## config.mk

```make
export PLATFORM = sky130hd
export DESIGN_NAME = strap_ctrl
export DESIGN_NICKNAME = d
export VERILOG_FILES = /design/src/rtl/strap_pkg.sv /design/src/rtl/strap_capture.sv /design/src/rtl/strap_release.sv /design/src/rtl/strap_route.sv /design/src/rtl/strap_ctrl.sv
export SDC_FILE = /design/constraint.sdc
export NUM_CORES = 1
export LEC_CHECK = 0
export BUFFER_PORTS_ARGS = -buffer_cell sky130_fd_sc_hd__buf_4
export CORE_AREA = 2 2 39 41
export DETAILED_ROUTE_END_ITERATION = 8
export DIE_AREA = 0 0 41 43
export GPL_TIMING_DRIVEN = 0
export PLACE_DENSITY_LB_ADDON = 0.25
export SYNTH_ARGS = -nofsm -noshare
export SYNTH_HDL_FRONTEND = slang
export SYNTH_SLANG_ARGS = --single-unit
```

## constraint.sdc

```tcl
create_clock -name clk_i -period 3.1 [get_ports clk_i]
set_input_delay 0.62 -clock clk_i [delete_from_list [all_inputs] [get_ports clk_i]]
set_output_delay 0.62 -clock clk_i [all_outputs]
set_load 0.005 [all_outputs]
```

## src/rtl/strap_pkg.sv

```systemverilog
package strap_pkg;
  localparam int unsigned FS_W = 3;
  localparam int unsigned DUAL_W = 2;
  localparam int unsigned STRAP_W = FS_W + 2;

  typedef struct packed {
    logic [FS_W-1:0] fs;
    logic            mode;
    logic            vsel;
  } strap_t;
endpackage

```

## src/rtl/strap_capture.sv

```systemverilog
module strap_capture
  import strap_pkg::*;
#(
  parameter logic [STRAP_W-1:0] RST_VAL = '1
) (
  input  logic   clk_i,
  input  logic   rst_ni,
  input  logic   open_i,
  input  strap_t pins_i,
  output strap_t lat_o
);
  strap_t lat_q;

  always_ff @(posedge clk_i or negedge rst_ni) begin
    if (!rst_ni)     lat_q <= strap_t'(RST_VAL);
    else if (open_i) lat_q <= pins_i;
  end

  assign lat_o = lat_q;
endmodule

```

## src/rtl/strap_release.sv

```systemverilog
module strap_release #(
  parameter int unsigned HOLD_CYCLES = 2
) (
  input  logic clk_i,
  input  logic rst_ni,
  input  logic por_i,
  output logic released_o
);
  localparam int unsigned CW = $clog2(HOLD_CYCLES + 1);
  localparam logic [CW-1:0] LAST = CW'(HOLD_CYCLES - 1);

  logic [CW-1:0] cnt_q;
  logic          done_q;

  always_ff @(posedge clk_i or negedge rst_ni) begin
    if (!rst_ni) begin
      cnt_q  <= '0;
      done_q <= 1'b0;
    end else if (por_i) begin
      cnt_q  <= '0;
      done_q <= 1'b0;
    end else if (!done_q) begin
      if (cnt_q == LAST) done_q <= 1'b1;
      else               cnt_q  <= cnt_q + 1'b1;
    end
  end

  // drop at once when a new power-on window opens
  assign released_o = done_q & ~por_i;
endmodule

```

## src/rtl/strap_route.sv

```systemverilog
module strap_route
  import strap_pkg::*;
#(
  parameter int unsigned NUM_SHARED = 5
) (
  input  strap_t            lat_i,
  input  logic              released_i,
  input  logic              override_i,
  input  logic [FS_W-1:0]   reg_code_i,
  input  logic [DUAL_W-1:0] dual_pin_i,
  output logic [NUM_SHARED-1:0] pin_oe_o,
  output logic [DUAL_W-1:0] dual_oe_o,
  output logic [DUAL_W-1:0] stop_n_o,
  output logic [FS_W-1:0]   freq_code_o,
  output logic [FS_W-1:0]   fs_rdbk_o
);
  for (genvar g = 0; g < NUM_SHARED; g++) begin : g_oe
    assign pin_oe_o[g] = released_i;
  end

  for (genvar d = 0; d < DUAL_W; d++) begin : g_dual
    assign dual_oe_o[d] = released_i &  lat_i.mode;
    assign stop_n_o[d]  = (released_i & ~lat_i.mode) ? dual_pin_i[d] : 1'b1;
  end

  assign freq_code_o = override_i ? reg_code_i : lat_i.fs;
  assign fs_rdbk_o   = ~lat_i.fs;
endmodule

```

## src/rtl/strap_ctrl.sv

```systemverilog
module strap_ctrl
  import strap_pkg::*;
#(
  parameter int unsigned NUM_SHARED  = 5,
  parameter int unsigned HOLD_CYCLES = 2
) (
  input  logic                  clk_i,
  input  logic                  rst_ni,
  input  logic                  por_i,
  input  logic [2:0]            strap_fs_i,
  input  logic                  strap_mode_i,
  input  logic                  strap_vsel_i,
  input  logic [1:0]            dual_pin_i,
  input  logic                  reg_override_i,
  input  logic [2:0]            reg_code_i,
  output logic [2:0]            fs_lat_o,
  output logic [2:0]            fs_rdbk_o,
  output logic                  mode_lat_o,
  output logic                  vsel_lat_o,
  output logic [NUM_SHARED-1:0] pin_oe_o,
  output logic [1:0]            dual_oe_o,
  output logic [1:0]            stop_n_o,
  output logic [2:0]            freq_code_o
);
  strap_t pins, lat;
  logic   released;

  assign pins = '{fs: strap_fs_i, mode: strap_mode_i, vsel: strap_vsel_i};

  strap_capture #(.RST_VAL('1)) u_cap (
    .clk_i  (clk_i),
    .rst_ni (rst_ni),
    .open_i (por_i),
    .pins_i (pins),
    .lat_o  (lat)
  );

  strap_release #(.HOLD_CYCLES(HOLD_CYCLES)) u_rel (
    .clk_i      (clk_i),
    .rst_ni     (rst_ni),
    .por_i      (por_i),
    .released_o (released)
  );

  strap_route #(.NUM_SHARED(NUM_SHARED)) u_route (
    .lat_i       (lat),
    .released_i  (released),
    .override_i  (reg_override_i),
    .reg_code_i  (reg_code_i),
    .dual_pin_i  (dual_pin_i),
    .pin_oe_o    (pin_oe_o),
    .dual_oe_o   (dual_oe_o),
    .stop_n_o    (stop_n_o),
    .freq_code_o (freq_code_o),
    .fs_rdbk_o   (fs_rdbk_o)
  );

  assign fs_lat_o   = lat.fs;
  assign mode_lat_o = lat.mode;
  assign vsel_lat_o = lat.vsel;
endmodule

```

==> qor.csv <==
metric,value,unit
finClkSkew,5.53,ps
power,0.375,mW
synth_area,427,um2
rows,14,
drtIter0Drc,1,
dp.cells,95,
nets,99,
outcome,completed,
cts_made_buffers,3,
critPathMaxFanout,6,
syn_to_final_growth,68.9,%
finalSetupTns,0,ps
overflow,0,
hold_ws,167,ps
gp_congestion,0.719,
yosys_warnings,0,
die_h,43,um
antenna_found_initial,0,
cts_hold_buf,0,
grt_pass1_vias,373,
syn_nets,61,
post-route-cell-area,721,um2
required,2480,ps
hold_viol,0,
synth_cells,46,
drv_slew,0,
root_buffer,clkbuf_4,
layout_setup_ws,1080,ps
core_area,1380,um2
drc,0,
detailedPlace.worstSlack,1060,ps
wl_per_cell,9.17,um
end_kind,output pin,
max_clock_freq,495,MHz
ios,34,
cts_max_path_buffers,2,
cts_tree,done,
clock_latency,250,ps
rsz0062_at_grt,no,
worstPathArrival,1400,ps
final_common_cell,buf_4,
synthDistinctLibCells,16,
final_cell_mix,"buf_4, o21ai_0, nand2_1",
design.die.area,1760,um2
power_density,521,nW/um2
initial_utilization,30.8,%
wl,908,um
hpwl,784,um
drive_gt1_share,60.2,%
vias,422,
track_usage,12.0,%
startpoint,por_i,
slew_headroom,88.0,%
post_cts_resized,0,
via_per_inst,4.26,
fin_crit_sh,65.1,%
hp-class,input pin to async pin,
syn_avg_cell_area,9.28,um2
seq_area_frac_synth,48.4,%
worst_pin_slew,179,ps
p_leak,0.383,nW
critPathLaunchType,input pin,
maxCapViolCount,0,
post-cts-setup-buffer-count,0,
peakVddDrop,0.389,mV
synth-seq-cells,8,
placed_area,694,um2
path_clk_slew,50,ps
utilization,52.1,%
antenna_cells,0,
setup_viol,0,
detail-route-antenna-nets,0,
r2r_start,u_rel.cnt_q[0],
first_pass_iters,2,
min_period,2020,ps
cts-htree-levels,1,
grt_max_degree,11,
clock_sinks,8,
port_buffers,33,
die_w,41,um
grt_pass1_wl,1.41,mm
finalNonFillerCells,99,
critical_path_class,input pin to output pin,
## cell type report
cell class                      count  area (um2)
Timing Repair Buffer               33         248
Clock buffer                        4        26.3
Inverter                            5        18.8
Multi-Input combinational cell     26         151
Fill cell                         138         663
Sequential cell                     8         206
Tap cell                           16        20.0
Buffer                              7        50.0
## Yosys cell counts, drive strengths merged
master	count	share of area, %
buf	7	12
o21ai	7	8.2
nand2	6	5.3
dfstp	5	31
inv	5	4.4
dfrtp	3	18
or3	3	4.4
mux2	2	5.3
nor2	2	1.8
a21oi	1	1.2
and2	1	1.5
ha	1	2.9
nand2b	1	1.5
o31ai	1	1.8
or4	1	1.8
## path summary, 6_finish.rpt
path,end,slack [ps],cells past startpoint
max,dual_oe_o[1],1080,6
min,u_rel.done_q,170,1
max reg2reg,u_rel.cnt_q[1],1850,3
min reg2reg,u_cap.lat_o[4],520,2
max in group asynchronous,u_cap.lat_o[1],2720,1
min in group clk_i,u_cap.lat_o[4],520,2
## power breakdown
group	internal [mW]	total [mW]	switching (mW)	leakage, nW
Sequential	0.130	0.144	0.0138	0.0920
Clock	0.0491	0.0832	0.0341	0.0150
Combinational	0.0904	0.148	0.0577	0.276
Total	0.270	0.375	0.106	0.383
## critical path, stage by stage
cell,delay [ps]
buf_4,120
nand2b_1,150
inv_1,150
and2_1,160
buf_4,100
buf_4,90
## kinds of logic after synthesis
group	share of synthesized area, %
compound gates	11.1
fa+ha+maj	2.93
buf+inv	16.1
flops	48.4
mux	5.28
simple gates	16.1
## sequential cells by signal, indices dropped and copies added (netlist names)
name,count
u_rel.cnt_q,2
u_rel.done_q,1
u_cap.lat_o,5
## routing by layer
| layer | wire (um) | GRT usage, % |
|---|---|---|
| met4 | 19 | 8.00 |
| met2 | 447 | 18.4 |
| met1 | 344 | 12.8 |
| met3 | 97 | 4.71 |
| met5 | 0 | 0 |
No activity file was read; power rests on OpenSTA's default activity.
